$ cat config.mk
export PLATFORM = sky130hd
export DESIGN_NAME = xrt_read_timer
export DESIGN_NICKNAME = d
export VERILOG_FILES = /design/src/rtl/xrt_pkg.sv /design/src/rtl/xrt_span_decode.sv /design/src/rtl/xrt_cclk_tick.sv /design/src/rtl/xrt_countdown.sv /design/src/rtl/xrt_read_timer.sv
export SDC_FILE = /design/constraint.sdc
export NUM_CORES = 1
export LEC_CHECK = 0
export CORE_MARGIN = 4
export CORE_UTILIZATION = 50
export DETAILED_ROUTE_END_ITERATION = 16
export HOLD_SLACK_MARGIN = 0.02
export MAX_ROUTING_LAYER = met4
export PLACE_DENSITY = 0.75
export SLEW_MARGIN = 5
export SYNTH_ARGS = -nofsm -noshare
export SYNTH_HDL_FRONTEND = slang
export SYNTH_SLANG_ARGS = --single-unit
$ cat constraint.sdc
create_clock -name clk -period 20.4 [get_ports clk]
set_input_delay 3.06 -clock clk [delete_from_list [all_inputs] [get_ports clk]]
set_output_delay 3.06 -clock clk [all_outputs]
set_load 0.02 [all_outputs]
$ cat src/rtl/xrt_pkg.sv
package xrt_pkg;

   // Largest cycle count the extended encoding can express.
   function automatic longint span_max(int mult_w, int fine_w, int fine_sh, longint unit);
      longint top_mult;
      longint top_fine;
      top_mult = (longint'(1) << mult_w) - 2;
      top_fine = ((longint'(1) << fine_w) - 1) << fine_sh;
      return top_mult * unit + top_fine;
   endfunction

   // Bits needed to hold span_max.
   function automatic int span_width(int mult_w, int fine_w, int fine_sh, longint unit);
      return $clog2(span_max(mult_w, fine_w, fine_sh, unit) + 1);
   endfunction

endpackage

$ cat src/rtl/xrt_span_decode.sv
module xrt_span_decode #(
   parameter int          MULT_W   = 3,
   parameter int          FINE_W   = 21,
   parameter int          FINE_SH  = 3,
   parameter int unsigned UNIT     = 32'h00FF_FFFF,
   parameter bit          SAT_ZERO = 1'b1,
   parameter int          CNT_W    = 27
) (
   input  logic [MULT_W-1:0] mult_i,
   input  logic [FINE_W-1:0] fine_i,
   output logic [CNT_W-1:0]  cycles_o
);

   initial begin
      if (FINE_W + FINE_SH > CNT_W) $error("fine field does not fit the count");
      if (MULT_W < 1) $error("multiplier field must be at least one bit");
   end

   logic [CNT_W-1:0] mult_ext;
   logic [CNT_W-1:0] coarse;
   logic [CNT_W-1:0] fine_sc;
   logic [CNT_W-1:0] raw_sum;

   always_comb begin
      mult_ext = CNT_W'(mult_i);
      coarse   = (mult_ext - CNT_W'(1)) * CNT_W'(UNIT);
      fine_sc  = CNT_W'(fine_i) << FINE_SH;
      raw_sum  = coarse + fine_sc;
   end

   generate
      if (SAT_ZERO) begin : g_sat
         assign cycles_o = (mult_i == '0) ? '0 : raw_sum;
      end else begin : g_wrap
         assign cycles_o = raw_sum;
      end
   endgenerate

endmodule

$ cat src/rtl/xrt_cclk_tick.sv
module xrt_cclk_tick #(
   parameter int DIV_W = 8
) (
   input  logic             clk,
   input  logic             rst_n,
   input  logic [DIV_W-1:0] div_i,
   input  logic             run_i,
   input  logic             restart_i,
   output logic             tick_o
);

   localparam int PC_W = DIV_W + 1;

   initial begin
      if (DIV_W < 1) $error("divider width must be positive");
   end

   logic [PC_W-1:0] phase_q;
   logic [PC_W-1:0] last_phase;

   assign last_phase = {div_i, 1'b0} - PC_W'(1);
   assign tick_o     = run_i && !restart_i && ((div_i == '0) || (phase_q == last_phase));

   always_ff @(posedge clk or negedge rst_n) begin
      if (!rst_n) begin
         phase_q <= '0;
      end else if (restart_i || !run_i || tick_o) begin
         phase_q <= '0;
      end else begin
         phase_q <= phase_q + PC_W'(1);
      end
   end

   // an undivided clock ticks on every running cycle
   assert_undivided_tick_R5: assert property (@(posedge clk) disable iff (!rst_n)
      (run_i && !restart_i && div_i == '0) |-> tick_o);

   // with a divider in force, ticks never come on adjacent cycles
   assert_no_back_to_back_R5: assert property (@(posedge clk) disable iff (!rst_n)
      (tick_o && div_i != '0) ##1 (div_i != '0 && $stable(div_i)) |-> !tick_o);

endmodule

$ cat src/rtl/xrt_countdown.sv
module xrt_countdown #(
   parameter int CNT_W = 27
) (
   input  logic             clk,
   input  logic             rst_n,
   input  logic             load_i,
   input  logic [CNT_W-1:0] load_val_i,
   input  logic             tick_i,
   input  logic             arrive_i,
   input  logic             clr_i,
   output logic             active_o,
   output logic             flag_o
);

   logic [CNT_W-1:0] remain_q;
   logic             active_q;
   logic             flag_q;

   always_ff @(posedge clk or negedge rst_n) begin
      if (!rst_n) begin
         remain_q <= '0;
         active_q <= 1'b0;
         flag_q   <= 1'b0;
      end else begin
         if (clr_i) flag_q <= 1'b0;
         if (load_i) begin
            if (load_val_i == '0) begin
               active_q <= 1'b0;
               flag_q   <= 1'b1;
               remain_q <= '0;
            end else begin
               active_q <= 1'b1;
               remain_q <= load_val_i;
            end
         end else if (active_q) begin
            if (arrive_i) begin
               active_q <= 1'b0;
            end else if (tick_i) begin
               if (remain_q == CNT_W'(1)) begin
                  active_q <= 1'b0;
                  flag_q   <= 1'b1;
                  remain_q <= '0;
               end else begin
                  remain_q <= remain_q - CNT_W'(1);
               end
            end
         end
      end
   end

   assign active_o = active_q;
   assign flag_o   = flag_q;

   // the flag holds until a clear is seen
   assert_flag_sticky_R9: assert property (@(posedge clk) disable iff (!rst_n)
      (flag_q && !clr_i) |=> flag_q);

   // arriving data ends the countdown
   assert_arrival_stops_R7: assert property (@(posedge clk) disable iff (!rst_n)
      (active_q && arrive_i && !load_i) |=> (!active_q && $stable(flag_q)));

   // a running countdown never reaches zero while still active
   assert_live_nonzero_R6: assert property (@(posedge clk) disable iff (!rst_n)
      active_q |-> (remain_q != '0));

endmodule

$ cat src/rtl/xrt_read_timer.sv
module xrt_read_timer #(
   parameter int          REG_W    = 32,
   parameter int          RSP_W    = 8,
   parameter int          MULT_W   = 3,
   parameter int          FINE_W   = 21,
   parameter int          FINE_SH  = 3,
   parameter int unsigned UNIT     = 32'h00FF_FFFF,
   parameter int          DIV_W    = 8,
   parameter bit          SAT_ZERO = 1'b1,
   localparam int         CNT_W    = xrt_pkg::span_width(MULT_W, FINE_W, FINE_SH, longint'(UNIT))
) (
   input  logic             clk,
   input  logic             rst_n,
   input  logic [REG_W-1:0] tmo_reg_i,
   input  logic [REG_W-1:0] clkdiv_reg_i,
   input  logic             rd_start_i,
   input  logic             data_seen_i,
   input  logic             flag_clr_i,
   output logic [RSP_W-1:0] rsp_tmo_o,
   output logic [CNT_W-1:0] data_tmo_cycles_o,
   output logic             busy_o,
   output logic             data_tmo_flag_o
);

   localparam int     MULT_LO  = RSP_W;
   localparam int     FINE_LO  = RSP_W + MULT_W;
   localparam longint SPAN_TOP = xrt_pkg::span_max(MULT_W, FINE_W, FINE_SH, longint'(UNIT));

   initial begin
      if (REG_W != RSP_W + MULT_W + FINE_W) $error("register fields do not fill the word");
      if (DIV_W > REG_W) $error("divider field wider than its register");
   end

   logic [MULT_W-1:0] mult_f;
   logic [FINE_W-1:0] fine_f;
   logic [DIV_W-1:0]  div_f;
   logic [CNT_W-1:0]  span;
   logic              tick;
   logic              active;

   assign rsp_tmo_o = tmo_reg_i[RSP_W-1:0];
   assign mult_f    = tmo_reg_i[FINE_LO-1:MULT_LO];
   assign fine_f    = tmo_reg_i[REG_W-1:FINE_LO];
   assign div_f     = clkdiv_reg_i[DIV_W-1:0];

   xrt_span_decode #(
      .MULT_W(MULT_W), .FINE_W(FINE_W), .FINE_SH(FINE_SH),
      .UNIT(UNIT), .SAT_ZERO(SAT_ZERO), .CNT_W(CNT_W)
   ) decode_i (
      .mult_i  (mult_f),
      .fine_i  (fine_f),
      .cycles_o(span)
   );

   xrt_cclk_tick #(.DIV_W(DIV_W)) tick_i (
      .clk      (clk),
      .rst_n    (rst_n),
      .div_i    (div_f),
      .run_i    (active),
      .restart_i(rd_start_i),
      .tick_o   (tick)
   );

   xrt_countdown #(.CNT_W(CNT_W)) count_i (
      .clk       (clk),
      .rst_n     (rst_n),
      .load_i    (rd_start_i),
      .load_val_i(span),
      .tick_i    (tick),
      .arrive_i  (data_seen_i),
      .clr_i     (flag_clr_i),
      .active_o  (active),
      .flag_o    (data_tmo_flag_o)
   );

   assign data_tmo_cycles_o = span;
   assign busy_o            = active;

   // a zero multiplier saturates the decode
   assert_zero_mult_R3: assert property (@(posedge clk) disable iff (!rst_n)
      (!SAT_ZERO || mult_f != '0 || data_tmo_cycles_o == '0));

   // nothing decodes past the top of the range
   assert_span_ceiling_R4: assert property (@(posedge clk) disable iff (!rst_n)
      (longint'(data_tmo_cycles_o) <= SPAN_TOP));

   // a zero-length timeout fires at once
   assert_zero_fires_R8: assert property (@(posedge clk) disable iff (!rst_n)
      (rd_start_i && data_tmo_cycles_o == '0) |=> (data_tmo_flag_o && !busy_o));

   // a non-zero start makes the timer busy
   assert_start_busy_R10: assert property (@(posedge clk) disable iff (!rst_n)
      (rd_start_i && data_tmo_cycles_o != '0) |=> busy_o);

endmodule

Word level (Yosys, flattened, before mapping)

Index checks and enable logic that the tools add are counted.

Add/sub/neg operators: 5
Multipliers: 1
Eq/ne operators: 3
Mux-type cells: 21
Reduce and logical (&&, ||, !) cells: 13

Operator list:

| cell                                                 | number |
|---|---|
| 2-to-1 mux 27 bit                                    | 7 |
| adder 27 x 24 -> 27 bit                              | 1 |
| == test 27 x 1 -> 1 bit (second input constant)      | 1 |
| logical NOT 27 bit                                   | 1 |
| multiplier 27 x 24 -> 27 bit (second input constant) | 1 |
| subtractor 27 x 1 -> 27 bit (second input constant)  | 1 |
| 2-to-1 mux 1 bit                                     | 13 |
| adder 9 x 1 -> 9 bit (second input constant)         | 1 |
| == test 9 bit                                        | 1 |
| 2-to-1 mux 9 bit                                     | 1 |
| subtractor 9 x 1 -> 9 bit (second input constant)    | 1 |
| logical NOT 8 bit                                    | 1 |
| nonzero test 2 bit                                   | 2 |
| subtractor 3 x 1 -> 4 bit (second input constant)    | 1 |
| logical NOT 3 bit                                    | 1 |
| logical OR 1 bit                                     | 3 |
| AND reduction 3 bit                                  | 1 |
| logical AND 1 bit                                    | 2 |
| logical NOT 1 bit                                    | 2 |
| inequality test 2 bit (second input constant)        | 1 |

Register bits after elaboration: 38
Input bits: 69

Depth between registers and ports, before layout

Gate-level depths: netlist of run 1.

Word-level depth: 8
Depth in mapped cells: 30

Cells and area by module

From an unflattened synthesis of run 1, not the netlist that was laid out.

Cell total of the unflattened synthesis: 684
Area, all modules: 5,485.3 µm²

Modules (own cells, without submodules):

| module          | instances | cells each | area each (µm²) | sequential area each (µm²) |
|---|---|---|---|---|
| xrt_span_decode | 1         | 389        | 2,879.0         | 0.0 |
| xrt_countdown   | 1         | 215        | 1,841.8         | 725.7 |
| xrt_cclk_tick   | 1         | 72         | 704.4           | 225.2 |
| xrt_read_timer  | 1         | 8          | 60.1            | 0.0 |

Worst setup path after synthesis of run 1

OpenSTA, ideal clock, no wires.

Kind: input to output
Start: input tmo_reg_i[10]
End: output data_tmo_cycles_o[22]
Data arrival time: 9,326 ps
Required time: 17,340 ps
Setup slack: 8,014 ps
Stages on the path: 25
Path buffers: 4
Path through: clkbuf_1 -> inv_1 -> ha_1 -> nor2b_1 -> buf_1 -> clkbuf_1 -> fa_1 -> ha_1 -> inv_1 -> fa_1 -> inv_1 -> ha_1 -> inv_1 -> fa_1 -> fa_1 -> fa_1 -> inv_1 -> ha_1 -> clkbuf_1 -> a21o_1 -> a31o_2 -> nor2b_1 -> nor3_2 -> o211a_1 -> mux2i_1

Word-level cells in the longest chain between the ends: 4

Ends and longest elaborated chain:

| element                      | RTL line              | source |
|---|---|---|
| from (decl)                  | xrt_read_timer.sv:14  | `input logic [REG_W-1:0] tmo_reg_i,` |
| subtractor 3 x 1 -> 4 bit    | xrt_span_decode.sv:26 | `coarse = (mult_ext - CNT_W'(1)) * CNT_W'(UNIT);` |
| multiplier 27 x 24 -> 27 bit | xrt_span_decode.sv:26 |  |
| adder 27 x 24 -> 27 bit      | xrt_span_decode.sv:28 | `raw_sum = coarse + fine_sc;` |
| 2-to-1 mux 27 bit *          | xrt_span_decode.sv:33 | `assign cycles_o = (mult_i == '0) ? '0 : raw_sum;` |
| to (decl)                    | xrt_read_timer.sv:20  | `output logic [CNT_W-1:0] data_tmo_cycles_o,` |

Mark *: on every way between the ends. The rest lies on a longest branch, timed or not.

Worst setup path in the final report of run 1

Start: input tmo_reg_i[8]
End: output data_tmo_cycles_o[26]

The elaborated chain is that of the path after synthesis.

==> parameters.txt, run 1 <==
Parameter                              Value

Place
  Total cell area at the placement stage ... 7402 sq um
  Hpwl dp ... between 10 and 15 mm
  Port-buffer cells ... 65
  Placed Cells ... 1058
  Final weighted congestion in routability-driven placement ... about 0.94

Layout
  Ant. Diodes ... 0
  Leading cell type in the layout, fill and taps excluded ... sky130_fd_sc_hd__inv_1
  Post-layout util ... 0.5899
  Leading cell types in the layout, fill and taps excluded ... sky130_fd_sc_hd__inv_1 (139), sky130_fd_sc_hd__ha_1 (98), sky130_fd_sc_hd__nor2_1 (81)
  Finished Cell Area ... 7596 sq um
  Layout-stage area growth over the synthesis result ... 13.67%
  Final cell count without fillers ... roughly 1.1k
  Proportion of layout cells with a drive suffix above 1 ... 0.04139
  Fill cell total of the finished layout ... 1184
  Net total in the final layout ... 1101

Job
  Maxcap violations ... 0

Critical path
  Arrival time reported for the critical path endpoint ... 10840 ps
  Category of the worst setup path capture point ... output port
  Cell with the biggest individual delay on the critical path ... sky130_fd_sc_hd__clkdlybuf4s50_1
  Highest fanout seen on the critical path ... 11
  Number of buffers and inverters on the critical path ... 6
  Kind of cell adding the most delay to the critical path ... adder cells
  Start of the worst register-to-register path ... count_i.remain_q[19]
  Crit path kind ... in2out
  First element of the critical path ... tmo_reg_i[8]
  Register-to-register setup slack ... 17260 ps
  Worst endpoint required time ... 17340 ps
  Worst setup SP type ... primary input
  Critical path's most frequent cell ... sky130_fd_sc_hd__ha_1
  Largest stage delay, worst path ... 880 ps
  Worst path cell trace ... clkdlybuf4s50_1 > inv_1 > ha_1 > inv_1 > fa_1 > ha_1 > ha_1 > a21o_1 > ha_1 > ha_1 > fa_1 > inv_1 > fa_1 > inv_1 > ha_1 > a21o_1 > a31o_2 > nor2b_1 > nor3_2 > o21ai_0 > xnor2_1 > nor2_1 > clkdlybuf4s50_1

Logic synthesis
  Yosys warnings ... 0
  Fraction of registers with async set or reset after synthesis ... 1.000
  Yosys top cell area share ... 0.1835
  Synth area leaders ... sky130_fd_sc_hd__ha_1 (18%), sky130_fd_sc_hd__dfrtp_1 (14%), sky130_fd_sc_hd__fa_1 (12%)
  Netlist Area Pre-Place ... ~6700 sq um
  Unique cell type count in the Yosys netlist ... between 60 and 70
  EDFF count, synth ... 0
  Number of register bits inferred by synthesis ... 38
  Share of synthesized area occupied by flip-flops and latches ... 0.1423
  Most used DFF post-synth ... sky130_fd_sc_hd__dfrtp_1
  Net count after synthesis ... 1065
  Gate count after technology mapping ... 857
  Mean post-synth cell area ... 7.798 sq um
  Biggest area consumer among synthesized cells ... sky130_fd_sc_hd__ha_1

STA
  Setup-failing EPs final ... 0
  Time the final worst path needs with I/O delays and setup ... approximately 14000 ps
  Final Max Slew Viols ... 0
  Hold violation total from the final report ... 0
  Setup repair after global routing missed its margin ... false
  Fmax ... roughly 0.07 GHz
  Worst-margin pin slew ... 1021 ps
  Total negative slack for setup checks ... 0 ps
  Max-slew headroom ... 0.3130
  Final period util ... 0.6816
  WHS ... between 500 and 600 ps
  Clock Skew ... 7.605 ps

Power
  Worst VDD drop ... 135.6 uV
  P_sw ... 0.6279 mW
  Leakage dissipation ... 3.652 nW
  Power density over the cells ... between 150 and 200 nW/um^2
  Sequential cell fraction of total power ... 0.106
  Internal power summed over all cells ... 0.5630 mW
  Combinational Power Share ... 0.808
  Portion of total power attributed to the clock network ... 0.086
  Fraction of power spent switching nets ... 0.5273

Route
  Antenna-violating nets left ... 0
  Vias per Instance ... between 5 and 6
  Wirelength per Cell ... 15.78 um
  Post-Route WL ... 16.83 mm
  TritonRoute pass-1 iters ... 5
  Number of remaining DRC errors ... 0
  Via count of the routed design ... 5982
  DR iter-0 viols ... 616

Global routing
  Wire length of the first global-routing pass ... 27.77 mm
  Number of global-route vias before repair ... 5608
  Remaining global-route overflow ... 0
  Largest net degree at the start of global routing ... 40
  Overall track demand over capacity in global routing ... 0.2333
  Initial antenna violation count ... 0

Clock network
  Clock transition time at the flip-flop clock pins of the worst setup and hold paths ... 60 ps
  # Post-CTS Setup Buffers ... 0
  CTS tree ... done
  CTS Root Cell ... sky130_fd_sc_hd__clkbuf_16
  Number of instances resized during post-cts repair ... 0
  Clock buffers created by TritonCTS ... 5
  Source-to-sink clock delay at the later pin of the worst-skew pair ... 290 ps
  Number of hold-repair buffers added at the cts stage ... 0
  TritonCTS sink count ... 38
  Buffer levels on the longest clock path ... 2
  Depth of the CTS H-tree ... 2

Die
  Die boundary width ... 123.6 um
  Std-Cell Core Area ... 12880 sq um
  Die area ... 15280 sq um
  Count of standard-cell rows ... 41
  DIE HEIGHT ... 123.6 um
  Initial Utilization ... 0.5190
  I/O pin count ... 106

Hold path
  Class of the worst hold path ... reg2reg
  Startpoint of the most critical hold path ... count_i.remain_q[9]

Status
  Outcome ... completed
==> stage by stage <==
stage | power, mW | setup slack (ps)
floorplan | 0.7665 | 8014
global placement | 1.069 | 6682
detailed placement | 1.079 | 6628
CTS | 1.187 | 6594
global route | 1.303 | 6095
finish | 1.191 | 6496
==> final timing paths <==
| path | end | cells after the start |
|---|---|---|
| min in group asynchronous | tick_i.phase_q[4] | 1 |
| min | count_i.remain_q[9] | 2 |
| max in group asynchronous | count_i.remain_q[16] | 1 |
| min reg2reg | count_i.remain_q[9] | 2 |
| max | data_tmo_cycles_o[26] | 23 |
| max reg2reg | count_i.remain_q[5] | 9 |
==> registers in the layout, indices dropped and copies added (netlist names) <==
name and flops:
count_i.active_o 1, count_i.flag_o 1, count_i.remain_q 27, tick_i.phase_q 9
==> kinds of logic (layout without fill, tap and decap cells) <==
group,after synthesis,after routing,share of synthesized area
other,1,1,0.0005612
AND/OR/NAND/NOR,256,256,0.1870
multiplexers,3,3,0.004494
AO/OA/AOI/OAI,184,184,0.1807
XOR/XNOR,53,53,0.06946
flip-flops,38,38,0.1423
adder cells (fa/ha/maj),139,139,0.3063
buffers and inverters,183,220,0.1092
==> layer usage <==
metal	track usage	wire length (um)	up-vias
met3	0.01998	1119	19
met4	0.03945	156	0
met2	0.3640	7445	193
li1	-	-	2977
met1	0.3375	8106	2793
met5	-	0	-
==> worst register-to-register path, cell delays in order, from the launching register on <==
cell                      delay (ps)
sky130_fd_sc_hd__dfrtp_1         420
sky130_fd_sc_hd__nor4_1          870
sky130_fd_sc_hd__nand4_1         190
sky130_fd_sc_hd__nor3_1          290
sky130_fd_sc_hd__or2_0           500
sky130_fd_sc_hd__buf_4           310
sky130_fd_sc_hd__nor2_1           80
sky130_fd_sc_hd__nand2_1          70
sky130_fd_sc_hd__o21ai_0          70
sky130_fd_sc_hd__a22o_1          230
==> final cells by class <==
| class | count | area [sq um] | share of cell area |
|---|---|---|---|
| clock inverters | 3 | 68.82 | 0.009059 |
| inverters | 140 | 525.5 | 0.06918 |
| multi-input cells | 636 | 5012 | 0.6599 |
| repair buffers | 72 | 698.2 | 0.09191 |
| well taps | 172 | 215.2 | 0.02833 |
| clock buffers | 5 | 125.1 | 0.01647 |
| flip-flops and latches | 38 | 950.9 | 0.1252 |
==> cells in the mapped netlist, drive strengths merged, types with 2 or more instances <==
cell / number
mux2i: 3
nor3: 23
a21o: 15
xor2: 22
a21oi: 53
or3: 6
a31o: 3
or4: 3
fa: 41
o22ai: 6
o211ai: 4
nand4: 11
a211oi: 2
clkbuf: 31
or4b: 2
o221ai: 7
o21bai: 5
a311oi: 3
o31ai: 3
a221o: 3
or2: 7
buf: 12
nor2b: 12
nor2: 81
nor4: 9
nor3b: 2
o211a: 5
nand3: 28
and2: 3
o21ai: 43
nand3b: 2
a31oi: 12
nand2: 51
inv: 139
o21a: 8
o41ai: 2
nand2b: 8
dfrtp: 38
xnor2: 31
and3: 6
ha: 98
==> power by group through the flow <==
| stage | clock (mW) | combinational, mW | sequential, mW |
|---|---|---|---|
| finish | 0.103 | 0.962 | 0.126 |
| global route | 0.106 | 1.07 | 0.130 |
| CTS | 0.103 | 0.959 | 0.125 |
| detailed placement | 0 | 0.954 | 0.125 |
| global placement | 0 | 0.943 | 0.125 |
| floorplan | 0 | 0.646 | 0.120 |
Note: power is estimated with default switching activity, not from simulation.
==> inputs of run 2 (changes only) <==
PLACE_DENSITY = 0.78   (was 0.75)
clock period = 12.6 ns   (was 20.4 ns; I/O delays follow)
==> run 2 against run 1 <==
Largest power group unchanged. Die area unchanged. Critical endpoint is now data_tmo_cycles_o[24]. Combinational power up 62%. Total power up 59%. Critical path type unchanged. Design area down 0.28%. Routed wire length up 0.63%. Non-clock buffer count up 2. Global-route usage up 0.47 points. Count of clock-buffer cells in the layout up 1. Sequential share of layout area about the same. Highest routed layer unchanged.
==> parameters.txt, run 2 (synthesis results as in run 1) <==
Parameter                              Value

Die
  DIE HEIGHT ... 123.6 um (unchanged)
  Std-Cell Core Area ... 12880 sq um (unchanged)
  I/O pin count ... 106 (unchanged)
  Die area ... 15280 sq um (unchanged)
  Die boundary width ... 123.6 um (unchanged)
  Initial Utilization ... 0.5190 (unchanged)
  Count of standard-cell rows ... 41 (unchanged)

Global routing
  Remaining global-route overflow ... 0 (unchanged)
  Wire length of the first global-routing pass ... 28.49 mm (+2.6%)
  Number of global-route vias before repair ... 5895 (+5.1%)
  Overall track demand over capacity in global routing ... 0.2380 (+0.004663)
  Largest net degree at the start of global routing ... 40 (unchanged)
  Initial antenna violation count ... 0 (unchanged)

STA
  Max-slew headroom ... 0.3230 (+0.01008)
  Time the final worst path needs with I/O delays and setup ... 11070 ps
  Final Max Slew Viols ... 0 (unchanged)
  Fmax ... 0.09030 GHz
  Clock Skew ... 5.741 ps (-1.864 ps)
  Final period util ... 0.8790
  Total negative slack for setup checks ... 0 ps (unchanged)
  Worst-margin pin slew ... 1004 ps (-16.68 ps)
  Setup-failing EPs final ... 0 (unchanged)
  Hold violation total from the final report ... 0 (unchanged)
  Setup repair after global routing missed its margin ... false

Clock network
  CTS Root Cell ... sky130_fd_sc_hd__clkbuf_16
  # Post-CTS Setup Buffers ... 0 (unchanged)
  Number of hold-repair buffers added at the cts stage ... 0 (unchanged)
  CTS tree ... done
  Depth of the CTS H-tree ... 2 (unchanged)
  TritonCTS sink count ... 38 (unchanged)
  Buffer levels on the longest clock path ... 2 (unchanged)
  Source-to-sink clock delay at the later pin of the worst-skew pair ... 280 ps (about the same)
  Number of instances resized during post-cts repair ... 0 (unchanged)
  Clock transition time at the flip-flop clock pins of the worst setup and hold paths ... 60 ps (about the same)
  Clock buffers created by TritonCTS ... 5 (unchanged)

Critical path
  Critical path's most frequent cell ... sky130_fd_sc_hd__ha_1
  Largest stage delay, worst path ... 630 ps (-250 ps)
  Category of the worst setup path capture point ... output port
  Worst endpoint required time ... 10710 ps (-6630 ps)
  Crit path kind ... in2out
  Cell with the biggest individual delay on the critical path ... sky130_fd_sc_hd__clkdlybuf4s50_1
  Highest fanout seen on the critical path ... 11 (unchanged)
  Worst setup SP type ... primary input
  Worst path cell trace ... clkdlybuf4s50_1 > buf_4 > inv_1 > ha_1 > inv_1 > fa_1 > ha_1 > ha_1 > a21o_1 > ha_1 > ha_1 > fa_1 > inv_1 > fa_1 > inv_1 > ha_1 > a21o_1 > a311oi_1 > nor3b_1 > nor3_1 > o21ai_0 > xnor2_1 > nor2_1 > clkdlybuf4s50_1
  Number of buffers and inverters on the critical path ... 7 (+1)
  Arrival time reported for the critical path endpoint ... 9180 ps (-1660 ps)
  Kind of cell adding the most delay to the critical path ... adder cells

Layout
  Flip-flop count of the largest register, all copies and words added ... 27 (unchanged)
  Ant. Diodes ... 0 (unchanged)
  Proportion of layout cells with a drive suffix above 1 ... 0.04464 (+0.003256)
  Final cell count without fillers ... 1068 (+0.19%)
  Net total in the final layout ... 1103 (+0.18%)
  Leading cell type in the layout, fill and taps excluded ... sky130_fd_sc_hd__inv_1
  Layout-stage area growth over the synthesis result ... 13.35%
  Largest regs ... count_i.remain_q (27), tick_i.phase_q (9)
  Register containing the most flip-flops in the final layout ... count_i.remain_q
  Leading cell types in the layout, fill and taps excluded ... sky130_fd_sc_hd__inv_1 (139), sky130_fd_sc_hd__ha_1 (98), sky130_fd_sc_hd__nor2_1 (81)
  Fill cell total of the finished layout ... 1159 (-2.1%)

Power
  Power density over the cells ... 249.2 nW/um^2 (+59%)
  Worst VDD drop ... 209.3 uV (+54%)
  Leakage dissipation ... 3.641 nW (-0.29%)

Job
  Maxcap violations ... 0 (unchanged)

Route
  TritonRoute pass-1 iters ... 5 (unchanged)
  Vias per Instance ... 5.672 (+1.1%)
  Via count of the routed design ... 6058 (+1.3%)
  Post-Route WL ... 16.93 mm (+0.63%)
  Number of remaining DRC errors ... 0 (unchanged)
  Wirelength per Cell ... 15.85 um (+0.44%)
  DR iter-0 viols ... 711 (+15%)
  Antenna-violating nets left ... 0 (unchanged)

Place
  Final weighted congestion in routability-driven placement ... 0.9722 (+3.2%)
  Port-buffer cells ... 65 (unchanged)
  Hpwl dp ... 13.80 mm (+1.9%)
  Placed Cells ... 1060 (+0.19%)

Hold path
  Class of the worst hold path ... reg2reg

Status
  Outcome ... completed
## run 2: area by class of cell
type,instances,area [sq um],area share
Tap cell,172,215.2,0.02841
Clock buffer,6,138.9,0.01833
Inverter,140,525.5,0.06938
Sequential cell,38,950.9,0.1255
Timing Repair Buffer,74,713.2,0.09415
Clock inverter,2,12.51,0.001652
Multi-Input combinational cell,636,5019,0.6625
## run 2: worst reg2reg max path: cells and delay by family (launching register included)
kind	cells	cell delay, ps
XOR/XNOR	2	340
AO/OA/AOI/OAI	4	1070
flip-flops	1	410
AND/OR/NAND/NOR	3	870
## run 2: stage by stage
step / cell area, sq um / util / total power [mW] / setup slack [ps] / hold WS [ps]
floorplan: 6683 / - / 1.241 / 2554 / 460.6
CTS: 7575 / 0.5883 / 1.878 / 1582 / 501.7
global placement: 7423 / 0.5765 / 1.723 / 1610 / 480.0
global route: 7575 / 0.5883 / 2.071 / 1055 / 523.3
finish: 7575 / 0.5883 / 1.888 / 1525 / 507.9
detailed placement: 7423 / 0.5765 / 1.743 / 1604 / 490.5
## run 2: path summary, 6_finish.rpt
| kind | startpoint | end | slack (ps) | cells past startpoint |
|---|---|---|---|---|
| max | tmo_reg_i[8] | data_tmo_cycles_o[24] | 1530 | 24 |
| min | count_i.remain_q[9] | count_i.remain_q[9] | 510 | 2 |
| max reg2reg | tick_i.phase_q[4] | count_i.remain_q[13] | 9780 | 9 |
| min reg2reg | count_i.remain_q[9] | count_i.remain_q[9] | 510 | 2 |
| max in group asynchronous | rst_n | count_i.remain_q[22] | 10350 | 1 |
| min in group asynchronous | rst_n | tick_i.phase_q[4] | 1710 | 1 |
## run 2: layer usage
metal,vias to the layer above,track usage,part of all wire
met5,-,-,0
met4,0,0.04913,0.020
met3,30,0.02634,0.072
met2,248,0.3717,0.44
met1,2814,0.3363,0.47
li1,2966,-,-
## run 2: power breakdown
group | total (mW) | switching (mW) | internal, mW | leakage [nW]
clock network | 0.128 | 0.0499 | 0.0783 | 0.0729
registers | 0.204 | 0.0397 | 0.164 | 0.463
logic | 1.56 | 0.921 | 0.635 | 3.11
==> inputs of run 3 (changes only) <==
CAP_MARGIN = 20   (was unset)
==> results of run 3 <==
Same layout as run 2: the final DEF is identical, and so are final timing and power.
